--- src/rtl/hub_pkg.sv ---
package hub_pkg;
   typedef enum logic [2:0] {
      PORT_KBD   = 3'd0,
      PORT_STAT  = 3'd1,
      PORT_TICK  = 3'd2,
      PORT_GPO   = 3'd3,
      PORT_LCDD  = 3'd4,
      PORT_LCDC  = 3'd5,
      PORT_RSV6  = 3'd6,
      PORT_RSV7  = 3'd7
   } port_e;

   localparam int STAT_KB  = 0;
   localparam int STAT_RX  = 1;
   localparam int STAT_TX  = 2;
   localparam int STAT_UP  = 3;
   localparam int STAT_DN  = 4;
   localparam int STAT_SET = 5;
   localparam int STAT_USED = 6;
endpackage

--- src/rtl/hub_timebase.sv ---
module hub_timebase #(
   parameter int CLK_DIV  = 4,
   parameter int TICK_DIV = 16,
   parameter int TICK_W   = 8
) (
   input  logic              clk,
   input  logic              rst_n,
   output logic              ce,
   output logic [TICK_W-1:0] tick
);
   localparam int PRE_W = (TICK_DIV > 1) ? $clog2(TICK_DIV) : 1;

   initial begin
      assert (CLK_DIV >= 1) else $error("CLK_DIV must be at least 1");
      assert (TICK_DIV >= 2) else $error("TICK_DIV must be at least 2");
      assert (TICK_W >= 1) else $error("TICK_W must be at least 1");
   end

   generate
      if (CLK_DIV == 1) begin : g_nodiv
         assign ce = 1'b1;
      end else begin : g_div
         localparam int DIV_W = $clog2(CLK_DIV);
         logic [DIV_W-1:0] cnt;
         always_ff @(posedge clk) begin
            if (!rst_n)                          cnt <= '0;
            else if (cnt == DIV_W'(CLK_DIV - 1)) cnt <= '0;
            else                                 cnt <= cnt + DIV_W'(1);
         end
         assign ce = (cnt == DIV_W'(CLK_DIV - 1));


         ce_gap_chk: assert property (@(posedge clk) disable iff (!rst_n)
            ce |=> !ce);
      end
   endgenerate

   logic [PRE_W-1:0] pre;
   always_ff @(posedge clk) begin
      if (!rst_n) begin
         pre  <= '0;
         tick <= '0;
      end else if (ce) begin
         if (pre == PRE_W'(TICK_DIV - 1)) begin
            pre  <= '0;
            tick <= tick + TICK_W'(1);
         end else begin
            pre <= pre + PRE_W'(1);
         end
      end
   end


   tick_step_chk: assert property (@(posedge clk) disable iff (!rst_n)
      !$stable(tick) |-> (tick == $past(tick) + TICK_W'(1)) && $past(ce));
endmodule

--- src/rtl/hub_ps2rx.sv ---
module hub_ps2rx #(
   parameter int DW = 8
) (
   input  logic          clk,
   input  logic          rst_n,
   input  logic          ps2_clk,
   input  logic          ps2_dat,
   output logic          byte_vld,
   output logic [DW-1:0] byte_out
);
   localparam int CNT_W = $clog2(DW + 3);
   localparam logic [CNT_W-1:0] LAST_SHIFT = CNT_W'(DW + 1);

   logic [2:0]     csync;
   logic [1:0]     dsync;
   logic           fall;
   logic           bit_in;
   logic [CNT_W-1:0] cnt;
   logic [DW:0]    shreg;

   always_ff @(posedge clk) begin
      if (!rst_n) begin
         csync <= 3'b111;
         dsync <= 2'b11;
      end else begin
         csync <= {csync[1:0], ps2_clk};
         dsync <= {dsync[0], ps2_dat};
      end
   end

   assign fall   = csync[2] & ~csync[1];
   assign bit_in = dsync[1];

   always_ff @(posedge clk) begin
      if (!rst_n) begin
         cnt      <= '0;
         shreg    <= '0;
         byte_vld <= 1'b0;
         byte_out <= '0;
      end else begin
         byte_vld <= 1'b0;
         if (fall) begin
            if (cnt == '0) begin
               if (!bit_in) cnt <= CNT_W'(1);
            end else if (cnt <= LAST_SHIFT) begin
               shreg <= {bit_in, shreg[DW:1]};
               cnt   <= cnt + CNT_W'(1);
            end else begin
               cnt <= '0;
               if (bit_in && (^shreg)) begin
                  byte_vld <= 1'b1;
                  byte_out <= shreg[DW-1:0];
               end
            end
         end
      end
   end


   vld_after_fall_chk: assert property (@(posedge clk) disable iff (!rst_n)
      byte_vld |-> $past(fall));


   cnt_range_chk: assert property (@(posedge clk) disable iff (!rst_n)
      cnt <= CNT_W'(DW + 2));
endmodule

--- src/rtl/hub_portregs.sv ---
module hub_portregs
   import hub_pkg::*;
#(
   parameter int DW     = 8,
   parameter int TICK_W = 8,
   parameter int LCDC_W = 3
) (
   input  logic              clk,
   input  logic              rst_n,
   input  logic              ce,
   input  logic              sel,
   input  logic              rd,
   input  logic              wr,
   input  logic [2:0]        port,
   input  logic [DW-1:0]     wdata,
   input  logic              kb_vld,
   input  logic [DW-1:0]     kb_byte,
   input  logic [TICK_W-1:0] tick,
   input  logic              rx_rdy,
   input  logic              tx_idle,
   input  logic              sw_up,
   input  logic              sw_dn,
   input  logic              sw_set,
   output logic [DW-1:0]     rdata,
   output logic [DW-1:0]     gpo,
   output logic [DW-1:0]     lcdd,
   output logic [LCDC_W-1:0] lcdc
);
   initial begin
      assert (DW >= STAT_USED) else $error("DW too narrow for status");
      assert (TICK_W <= DW) else $error("TICK_W wider than DW");
      assert (LCDC_W <= DW) else $error("LCDC_W wider than DW");
   end

   port_e       pidx;
   logic        wr_hit;
   logic        rd_kb;
   logic        kb_rdy;
   logic [DW-1:0] kb_hold;
   logic [DW-1:0] stat;

   assign pidx   = port_e'(port);
   assign wr_hit = sel & wr & ce;
   assign rd_kb  = sel & rd & ce & (pidx == PORT_KBD);

   always_ff @(posedge clk) begin
      if (!rst_n) begin
         gpo  <= '0;
         lcdd <= '0;
         lcdc <= '0;
      end else if (wr_hit) begin
         case (pidx)
            PORT_GPO:  gpo  <= wdata;
            PORT_LCDD: lcdd <= wdata;
            PORT_LCDC: lcdc <= wdata[LCDC_W-1:0];
            default: ;
         endcase
      end
   end

   always_ff @(posedge clk) begin
      if (!rst_n) begin
         kb_hold <= '0;
         kb_rdy  <= 1'b0;
      end else if (kb_vld) begin
         kb_hold <= kb_byte;
         kb_rdy  <= 1'b1;
      end else if (rd_kb) begin
         kb_rdy  <= 1'b0;
      end
   end

   always_comb begin
      stat           = '0;
      stat[STAT_KB]  = kb_rdy;
      stat[STAT_RX]  = rx_rdy;
      stat[STAT_TX]  = tx_idle;
      stat[STAT_UP]  = sw_up;
      stat[STAT_DN]  = sw_dn;
      stat[STAT_SET] = sw_set;
   end

   always_comb begin
      rdata = '0;
      if (sel && rd) begin
         case (pidx)
            PORT_KBD:  rdata = kb_hold;
            PORT_STAT: rdata = stat;
            PORT_TICK: rdata = DW'(tick);
            PORT_GPO:  rdata = gpo;
            PORT_LCDD: rdata = lcdd;
            PORT_LCDC: rdata = DW'(lcdc);
            default:   rdata = '0;
         endcase
      end
   end


   gpo_hold_chk: assert property (@(posedge clk) disable iff (!rst_n)
      !(wr_hit && pidx == PORT_GPO) |=> $stable(gpo));


   gpo_load_chk: assert property (@(posedge clk) disable iff (!rst_n)
      (wr_hit && pidx == PORT_GPO) |=> gpo == $past(wdata));


   rdy_clear_chk: assert property (@(posedge clk) disable iff (!rst_n)
      (rd_kb && !kb_vld) |=> !kb_rdy);


   rdy_set_chk: assert property (@(posedge clk) disable iff (!rst_n)
      kb_vld |=> kb_rdy && kb_hold == $past(kb_byte));
endmodule

--- src/rtl/periph_hub.sv ---
module periph_hub #(
   parameter int CLK_DIV  = 4,
   parameter int TICK_DIV = 16,
   parameter int TICK_W   = 8,
   parameter int DW       = 8,
   parameter int LCDC_W   = 3
) (
   input  logic              clk,
   input  logic              rst_n,
   output logic              sys_ce,
   input  logic              bus_sel,
   input  logic              bus_rd,
   input  logic              bus_wr,
   input  logic [2:0]        bus_port,
   input  logic [DW-1:0]     bus_wdata,
   output logic [DW-1:0]     bus_rdata,
   input  logic              kbd_clk,
   input  logic              kbd_dat,
   input  logic              sio_rx_ready,
   input  logic              sio_tx_idle,
   input  logic              nav_up,
   input  logic              nav_down,
   input  logic              nav_set,
   output logic [DW-1:0]     gp_out,
   output logic [DW-1:0]     lcd_data,
   output logic [LCDC_W-1:0] lcd_ctrl
);
   logic [TICK_W-1:0] tick;
   logic              kb_vld;
   logic [DW-1:0]     kb_byte;

   hub_timebase #(.CLK_DIV(CLK_DIV), .TICK_DIV(TICK_DIV), .TICK_W(TICK_W)) u_tb (
      .clk(clk), .rst_n(rst_n), .ce(sys_ce), .tick(tick)
   );

   hub_ps2rx #(.DW(DW)) u_kb (
      .clk(clk), .rst_n(rst_n), .ps2_clk(kbd_clk), .ps2_dat(kbd_dat),
      .byte_vld(kb_vld), .byte_out(kb_byte)
   );

   hub_portregs #(.DW(DW), .TICK_W(TICK_W), .LCDC_W(LCDC_W)) u_regs (
      .clk(clk), .rst_n(rst_n), .ce(sys_ce),
      .sel(bus_sel), .rd(bus_rd), .wr(bus_wr), .port(bus_port), .wdata(bus_wdata),
      .kb_vld(kb_vld), .kb_byte(kb_byte), .tick(tick),
      .rx_rdy(sio_rx_ready), .tx_idle(sio_tx_idle),
      .sw_up(nav_up), .sw_dn(nav_down), .sw_set(nav_set),
      .rdata(bus_rdata), .gpo(gp_out), .lcdd(lcd_data), .lcdc(lcd_ctrl)
   );
endmodule

--- config.mk ---
export PLATFORM = sky130hd
export DESIGN_NAME = periph_hub
export DESIGN_NICKNAME = d
export VERILOG_FILES = /design/src/rtl/hub_pkg.sv /design/src/rtl/hub_timebase.sv /design/src/rtl/hub_ps2rx.sv /design/src/rtl/hub_portregs.sv /design/src/rtl/periph_hub.sv
export SDC_FILE = /design/constraint.sdc
export NUM_CORES = 1
export LEC_CHECK = 0
export ABC_AREA = 1
export BUFFER_PORTS_ARGS = -buffer_cell sky130_fd_sc_hd__buf_2
export CORE_MARGIN = 1.5
export CORE_UTILIZATION = 51
export DETAILED_ROUTE_END_ITERATION = 12
export PLACE_DENSITY = 0.75
export SETUP_SLACK_MARGIN = 0.02
export SLEW_MARGIN = 20
export SYNTH_ARGS = -nofsm -noshare
export SYNTH_HDL_FRONTEND = slang
export SYNTH_HIERARCHICAL = 1
export SYNTH_SLANG_ARGS = --single-unit
--- constraint.sdc ---
create_clock -name clk -period 1.49 [get_ports clk]
set_input_delay 0.149 -clock clk [delete_from_list [all_inputs] [get_ports clk]]
set_output_delay 0.149 -clock clk [all_outputs]
set_load 0.01 [all_outputs]
**Word-level counts from Yosys, hierarchy flattened**

Cells that the tools add are included.

- Bits in registers: 69
- Latch bits: 0
- Bits in writable memories: 0
- Bits in read-only memories: 0
- Input port bits: 23
- Output and inout port bits: 28
- Logic and storage cells: 62
- Memories: 0

- Add/sub/neg operators: 4
- $mul: 0
- Div/mod/pow operators: 0
- Order comparisons: 1
- Equality and inequality tests: 8
- Shifts and indexed selects: 0
- Multiplexer cells: 9
- Bitwise gates (word level): 11
- Reductions and logical operators: 15

Operators with widths:

| kind | count |
|---|---|
| 8-bit case mux with 6 select lines | 1 |
| 4-bit two-way mux | 4 |
| 2-bit AND reduction | 5 |
| 9-bit parity | 1 |
| 4-bit by 1-bit adder with 4-bit output, second input constant | 2 |
| 8-bit by 1-bit adder with 8-bit output, second input constant | 1 |
| 8-bit two-way mux | 1 |
| 1-bit bitwise AND | 6 |
| 3-bit by 2-bit equality test with 1-bit output, second input constant | 2 |
| 3-bit equality test, second input constant | 2 |
| 1-bit inverter | 5 |
| 4-bit equality test, second input constant | 1 |
| 4-bit less-or-equal comparator, second input constant | 1 |
| 4-bit zero test | 1 |
| 4-bit AND reduction | 1 |
| 4-bit OR reduction | 1 |
| 3-bit by 1-bit equality test with 1-bit output, second input constant | 1 |
| 3-bit zero test | 1 |
| 1-bit two-way mux | 3 |
| 3-bit AND reduction | 1 |
| 2-bit by 1-bit adder with 2-bit output, second input constant | 1 |
| 2-bit equality test, second input constant | 1 |
| 1-bit logical AND | 2 |
| 2-bit inequality test, second input constant | 1 |
| 2 further kinds | 2 |

**Longest topological paths before layout**

Gate-level depths: netlist of run 1.

- Word-level depth: 5
- Depth in mapped cells: 13
- Mapped depth without buffers: 12

**Hierarchy**

The synthesis of run 1 kept the hierarchy.

By module, submodules not included:

| module | instances | cells each | area an instance (um2) | seq. area each (um2) |
|---|---|---|---|---|
| hub_portregs | 1 | 220 | 1525.2 | 560.5 |
| hub_ps2rx | 1 | 164 | 1295.0 | 540.5 |
| hub_timebase | 1 | 87 | 644.4 | 280.3 |

**Worst setup path before layout of run 1**

OpenSTA, ideal clock, no wires.

- Path type: register -> register
- Start: register u_kb.cnt[0]
- End: register u_kb.byte_out[5]
- Setup time: 0.113 ns
- Data arrival time: 1.483 ns
- Data required time: 1.377 ns
- Path slack: -0.107 ns
- Cell stages (with the launch flop): 10
- Path buffers: 1
- Clock period less this slack: 1.597 ns
- Path through: dfxtp_1 > inv_1 > ha_1 > o21ai_2 > nand2_1 > nor3_4 > buf_8 > nand3_2 > nand2_2 > nor2_2

- Longest elaborated chain between the ends: 3
- Elaborated cells between the ends (all ways): 5
- Those cells by class: 1 x order compare; 2 x bitwise; 2 x reduce/logical

RTL lines:

| what | line | text |
|---|---|---|
| start: declaration | hub_ps2rx.sv:18 | `logic [CNT_W-1:0] cnt;` |
| start signal: assignment | hub_ps2rx.sv:47 | `cnt <= cnt + CNT_W'(1);` |
| 4-bit less-or-equal comparator or 4-bit zero test (tied branches) | hub_ps2rx.sv:45, hub_ps2rx.sv:43 |  |
| 1-bit inverter (no source line) | -- |  |
| 4-bit AND reduction (no source line) (*) | -- |  |
| end signal: assignment | hub_ps2rx.sv:52 | `byte_out <= shreg[DW-1:0];` |
| end: declaration | hub_ps2rx.sv:9 | `output logic [DW-1:0] byte_out` |

Every way passes the cells marked *; elsewhere a longest branch is shown, timed or not.
A chain may end at the register's enable or synchronous reset.

**Final worst setup path of run 1**

- Start: register u_kb.cnt[0]
- End: register u_kb.byte_out[0]

The elaborated chain is that of the path after synthesis.

==> results.cfg, run 1 <==
[power_and_ir_drop]
p_total_w = 0.003500
vdd_ir_drop_max_uv = 596.3
leakage_nw = 1.906
p_per_area_nw_per_um2 = 837.1

[sta]
slew_headroom = 0.7790
finClkSkew_ns = 0.009831
setup_violations = 3
fin_crit_ns = 1.532
layout_setup_ws_ns = -0.04158
final_hold_viol_count = 0
rsz0062_at_grt = yes
fmax_mhz = 652.9
tightest_slew_ns = 0.3308
finalMaxSlewViolations = 0
min_period_over_period = 1.028

[flow_run]
maxCapViolCount = 0

[detailed_routing]
via_per_inst = 5.238
wl_per_cell_um = 12.54
drt_first_pass_iters = 9
first_iter_violations = 145
dr_total_vias = 3258
drc = 7
totalWireLength_mm = 7.800
ant_nets = 0

[worst_setup_path]
r2r-end = u_kb/byte_out[0]
r2r_start = u_kb/cnt[0]
ff2ff_setup_slack_ns = -0.04
crit_type = register to register
cp.arrival_ns = 1.77
crit_path_end_kind = register
cp.required_ns = 1.73
crit_end = u_kb/byte_out[0]
worstPathMaxFanout = 4
crit_path_start_kind = register
crit_start = u_kb/cnt[0]
worst-r2r-cell-count = 10

[place]
gp_congestion = 0.8953
hpwl_mm = 5.447
dpl.cell_count = 597
post_dp_cell_area_um2 = 3825
io_buffers = 50

[yosys]
synthCells = 471
ys_seq_elements = 69
avgSynthCellArea_um2 = 7.356
ys_types = 37
synth_fp_nets = 500
ys_warn_count = 6
synth_area_um2 = 3465
seq_area_frac_synth = 0.3987

[global_route]
grt_max_degree = 24
track_usage = 0.2162
grt_pass1_wl_mm = 12.74
top_usage_layer = met2
gr-usage-met3 = 0.04767
gr-usage-met1 = 0.2693
antenna_found_initial = 0
grt_pass1_vias = 2904
grtUsageMet2 = 0.3622
grt-ovfl-total = 0

[final_layout]
n_antenna_cell = 0
area_growth_pct = 20.69
layout_commonest_cell = nor2_1
nets = 569
fin_cells = 622
postLayoutCellArea_um2 = 4182
final_cell_mix = nor2_1, nand2_1, dfxtp_1
layout-drive-gt1-share = 0.2899

[floorplanning]
coreArea_um2 = 6459
pin_count = 51
start_util = 0.5364
chipWidth_um = 85.42
dieArea_um2 = 7297
dieHeight_um = 85.42
row_count = 29

[clock_tree]
clk_latency_ns = 0.34
clock_path_buffers = 2
cts_max_level = 3
clock-sinks = 69
cts-root-buf = clkbuf_8
clk_pin_slew_ns = 0.08
cts_tree = yes
numCtsBuffers = 9

[hold_path]
hold_class = input port to register

[status]
status = finished, violations left
violations = design-rule violations, negative setup slack
==> cell families (layout without fill, tap and decap cells) <==
group | Yosys count | in the layout | share of synthesized area
AO/OA/AOI/OAI | 87 | 87 | 0.1426
XOR/XNOR | 3 | 3 | 0.007585
adder cells (fa/ha/maj) | 6 | 6 | 0.02167
buffers and inverters | 64 | 138 | 0.09606
flip-flops | 69 | 69 | 0.3987
AND/OR/NAND/NOR | 242 | 242 | 0.3333
==> what timing repair did <==
action	4_1_cts	5_1_grt
cloned	1	1
hold buffers	2	0
pin swaps	4	4
hold endpoints to repair	2	0
gates resized for setup	6	21
endpoints found under the setup margin	8	30
setup buffers	2	4
==> power by group <==
part | internal [W] | switching (W) | total [W]
combinational | 0.0000876 | 0.000150 | 0.000238
clock | 0.000694 | 0.000699 | 0.00139
sequential | 0.00186 | 0.0000100 | 0.00187
total | 0.00264 | 0.000859 | 0.00350
==> per-layer routing <==
layer,share of wire,routed length [µm]
met2,0.49,3810
met4,0.023,183
met5,0,0
met1,0.44,3396
met3,0.053,410
==> flip-flops by register name, indices dropped and copies added (netlist names) <==
signal	count
u_regs/kb_hold	8
u_kb/cnt	4
u_regs/lcdc	3
u_kb/csync	3
u_tb/tick	8
u_kb/dsync	2
u_tb/g_div.cnt	2
u_kb/shreg	9
u_regs/lcdd	8
u_kb/byte_out	8
u_kb/byte_vld	1
u_regs/gpo	8
u_regs/kb_rdy	1
u_tb/pre	4
==> final cells by class <==
class / instances / area (µm²)
Fill cell: 588 / 2277
Clock buffer: 13 / 158.9
Timing Repair Buffer: 76 / 504.2
Tap cell: 77 / 96.34
Multi-Input combinational cell: 338 / 1822
Sequential cell: 69 / 1399
Clock inverter: 3 / 20.02
Inverter: 46 / 181.4
==> worst max-delay path, cell delays in order, from the launching register on <==
cell       delay (ns)
dfxtp_4          0.39
inv_4            0.04
ha_4             0.16
o21ai_4          0.13
nand2_2          0.09
nor3_4           0.15
buf_4            0.15
clkbuf_16        0.13
nand3_1          0.07
nand2_1          0.07
nor2_1           0.05
==> per-stage QoR <==
stage	TNS [ns]	hold slack, ns	setup slack, ns	util
after floorplan	-0.06197	0.2556	-0.06197	-
after global placement	0	0.3357	0.02637	0.5922
after detailed placement	-0.2188	0.3378	-0.03747	0.5922
after CTS	-0.007351	0.03464	-0.005464	0.6333
after global routing	-1.457	0.04997	-0.1163	0.6474
final	-0.08463	0.04599	-0.04158	0.6474
==> worst min-delay path by stage <==
stage                 start              to  slack, ns  depth (start not counted)
2_1_floorplan       kbd_clk   u_kb/csync[0]       0.26                          1
3_3_place_gp        kbd_dat   u_kb/dsync[0]       0.34                          2
3_5_place_dp        kbd_dat   u_kb/dsync[0]       0.34                          2
4_1_cts        bus_wdata[4]  u_regs/lcdd[4]       0.03                          3
5_1_grt        bus_wdata[5]  u_regs/lcdd[5]       0.05                          3
6_report       bus_wdata[4]  u_regs/lcdd[4]       0.05                          3
==> cell usage after synthesis <==
master / number / area [µm²]
inv_2: 7 / 26.28
nand2_1: 74 / 277.8
a21oi_2: 11 / 96.34
o21ai_1: 8 / 40.04
nand3_1: 41 / 205.2
nor3_2: 2 / 20.02
nor3_4: 1 / 16.27
buf_8: 1 / 15.01
a21boi_0: 1 / 7.510
buf_4: 2 / 15.01
clkbuf_2: 1 / 5.000
inv_1: 35 / 131.4
nand2_4: 2 / 22.52
dfxtp_1: 69 / 1381
o21ai_2: 4 / 35.03
nand2_2: 8 / 50.05
nor3_1: 7 / 35.03
o21ai_0: 35 / 175.2
xnor2_1: 1 / 8.760
clkinv_2: 1 / 5.000
nor2_1: 77 / 289.0
nor3b_1: 1 / 7.510
nand3_4: 2 / 35.03
nand4_1: 15 / 93.84
or2_2: 4 / 25.02
xor2_1: 2 / 17.52
ha_1: 6 / 75.07
a21oi_1: 28 / 140.1
buf_2: 4 / 20.02
buf_12: 1 / 20.02
buf_6: 6 / 67.56
nand3_2: 2 / 20.02
clkbuf_1: 3 / 11.26
nor2_4: 4 / 45.04
nor2_2: 2 / 12.51
inv_4: 2 / 12.51
clkinv_1: 1 / 3.750
No activity file was read; power rests on OpenSTA's default activity.
==> inputs of run 2 (changes only) <==
ABC_AREA = not set   (was 1)
==> run 2 against run 1 <==
Compared with the run above:
- cell count down 13%
- synthesized cell count down 24%
- synthesized area down 1.4%
- largest power group unchanged
- critical path depth down 3
- global-route usage up 2.3 points
- the flow finishes with violations (negative setup slack)
==> results.cfg, run 2 <==
[status]
status = finished, violations left
violations = negative setup slack

[global_route]
grt-ovfl-total = 0
grt_max_degree = 29
antenna_found_initial = 0
grt_pass1_vias = 2957
track_usage = 0.2397
grt_pass1_wl_mm = 13.65

[worst_setup_path]
crit_path_end_kind = register
critPathSlowestCell = or4b_4
path_cells = inv_2 -> ha_4 -> o21bai_4 -> or4b_4 -> mux2i_4 -> buf_12 -> mux2i_1
critical_path.top_delay_family = simple AND/OR/NAND/NOR gates
crit_type = register to register
cpPeakStageDelay_ns = 0.50
crit_buf_inv = 2
cp.arrival_ns = 2.14
worstPathMaxFanout = 9
cp.required_ns = 1.76
crit_path_start_kind = register

[clock_tree]
cts_max_level = 3
clk_pin_slew_ns = 0.08
cts_tree = yes
clock_path_buffers = 2
clock-sinks = 69
clk_latency_ns = 0.34
numCtsBuffers = 9
cts-root-buf = clkbuf_8

[sta]
final_hold_viol_count = 0
tns_ns = -4.903
tightest_slew_ns = 0.5049
hold_slack_ns = 0.06884
slew_headroom = 0.6629
finalMaxSlewViolations = 0
finClkSkew_ns = 0.006195
layout_setup_ws_ns = -0.3801
fin_crit_ns = 1.870
setup_violations = 26
min_period_over_period = 1.255
fmax_mhz = 534.7
rsz0062_at_grt = yes

[yosys]
ys_warn_count = 6
ys_types = 54
synth_area_um2 = 3416
synthArstFlopShare = 0
synth_most_common_cell = dfxtp_1
synthTopCellsByCount = dfxtp_1, nand2_1, mux2i_1
ys_seq_elements = 69
synthTopCellsByArea = dfxtp_1, mux2i_1, nand2_1
synth_top_area_frac = 0.4044
seq_area_frac_synth = 0.4044
ys.flop_type = dfxtp_1
synthCells = 359
avgSynthCellArea_um2 = 9.515
synth_area_leader_cell = dfxtp_1
synth_fp_nets = 388
synth_edf_count = 0

[final_layout]
final_cell_mix = buf_4, buf_2, nand2_1
largest_reg_flops = 9
top_register = u_kb/shreg
fin_cells = 542
nets = 489
layout_commonest_cell = buf_4
area_growth_pct = 35.27
postLayoutCellArea_um2 = 4621
layout-drive-gt1-share = 0.4194
final_util = 0.7195
n_antenna_cell = 0

[detailed_routing]
wl_per_cell_um = 16.61
totalWireLength_mm = 9.001
drt_first_pass_iters = 5
dr_total_vias = 3080
drc = 0
ant_nets = 0
via_per_inst = 5.683
first_iter_violations = 164

[floorplanning]
start_util = 0.5319
dieHeight_um = 84.84
chipWidth_um = 84.84
coreArea_um2 = 6422
row_count = 29
pin_count = 51
dieArea_um2 = 7198

[power_and_ir_drop]
leakage_nw = 1.834
p_per_area_nw_per_um2 = 836.6
vdd_ir_drop_max_uv = 654.6

[place]
gp_congestion = 0.8037
io_buffers = 50
hpwl_mm = 5.584
dpl.cell_count = 506
post_dp_cell_area_um2 = 4026

[flow_run]
maxCapViolCount = 0

[hold_path]
hold_class = input port to register
run 2: changes by cell type in the layout (fill, tap and decap cells not counted), sizes merged, moves of 9 or more:
cell	previous run	this run
nor2b	0	20
nand3	45	14
buf	73	107
nand2	84	46
a21oi	39	13
nand4	15	3
a21boi	1	11
o21ai	47	13
nand3b	0	9
nor2	83	9
inv	44	8
mux2i	0	43
run 2: worst min-delay path, stage by stage:
cell and delay, ns:
buf_2 0.11, nand2_1 0.05, mux2i_1 0.06
run 2: power breakdown:
group / total, W / switching (W) / internal (W)
clock: 0.00171 / 0.000721 / 0.000985
combinational: 0.000291 / 0.000156 / 0.000135
sequential: 0.00187 / 0.0000121 / 0.00186
total: 0.00387 / 0.000889 / 0.00298
run 2: per-stage QoR:
step                      total power (W)  setup slack, ns
after CTS                        0.003872          -0.3425
final                            0.003866          -0.3801
after floorplan                  0.002073          -0.3063
after global routing             0.003997          -0.4222
after detailed placement         0.002173          -0.3102
after global placement           0.002167          -0.2655
run 2: final timing paths:
| check | from | to | slack (ns) | cells past startpoint |
|---|---|---|---|---|
| setup / recovery | u_kb/cnt[0] | u_kb/byte_out[2] | -0.38 | 7 |
| hold / removal | bus_wdata[7] | u_regs/lcdd[7] | 0.07 | 3 |
| setup reg to reg | u_kb/cnt[0] | u_kb/byte_out[2] | -0.38 | 7 |
| hold reg to reg | u_kb/csync[0] | u_kb/csync[1] | 0.40 | 1 |
run 2: cell type report:
type                    instances  area (µm²)
clock buffers                  10       137.6
clock inverters                 6       86.33
fillers                       444        1802
inverters                       8       32.53
multi-input cells             261        2085
flip-flops and latches         69        1420
well taps                      77       96.34
repair buffers                111       763.2
run 2: logic make-up after synthesis:
group                    count (synthesis)  synth area share
AND/OR/NAND/NOR                        133            0.2223
flip-flops                              69            0.4044
AO/OA/AOI/OAI                           63            0.1216
multiplexers                            51            0.1593
buffers and inverters                   30           0.04432
XOR/XNOR                                 7           0.02601
adder cells (fa/ha/maj)                  6           0.02198
run 2: per-layer routing:
layer	wire length, µm	vias up	global-route usage	part of all wire
met5	0	-	0	0
met4	232	0	0.1162	0.026
met3	435	23	0.04475	0.048
met2	4508	113	0.3978	0.50
met1	3825	1470	0.3014	0.42
li1	-	1474	-	-
run 2: timing repair:
| item | 4_1_cts | 5_1_grt |
|---|---|---|
| pin swaps | 11 | 9 |
| cloned | 1 | 1 |
| gates resized for setup | 40 | 21 |
| setup buffers | 12 | 5 |
| setup endpoints to repair | 31 | 35 |
| hold buffers | 2 | 0 |
| endpoints found under the hold margin | 2 | 0 |
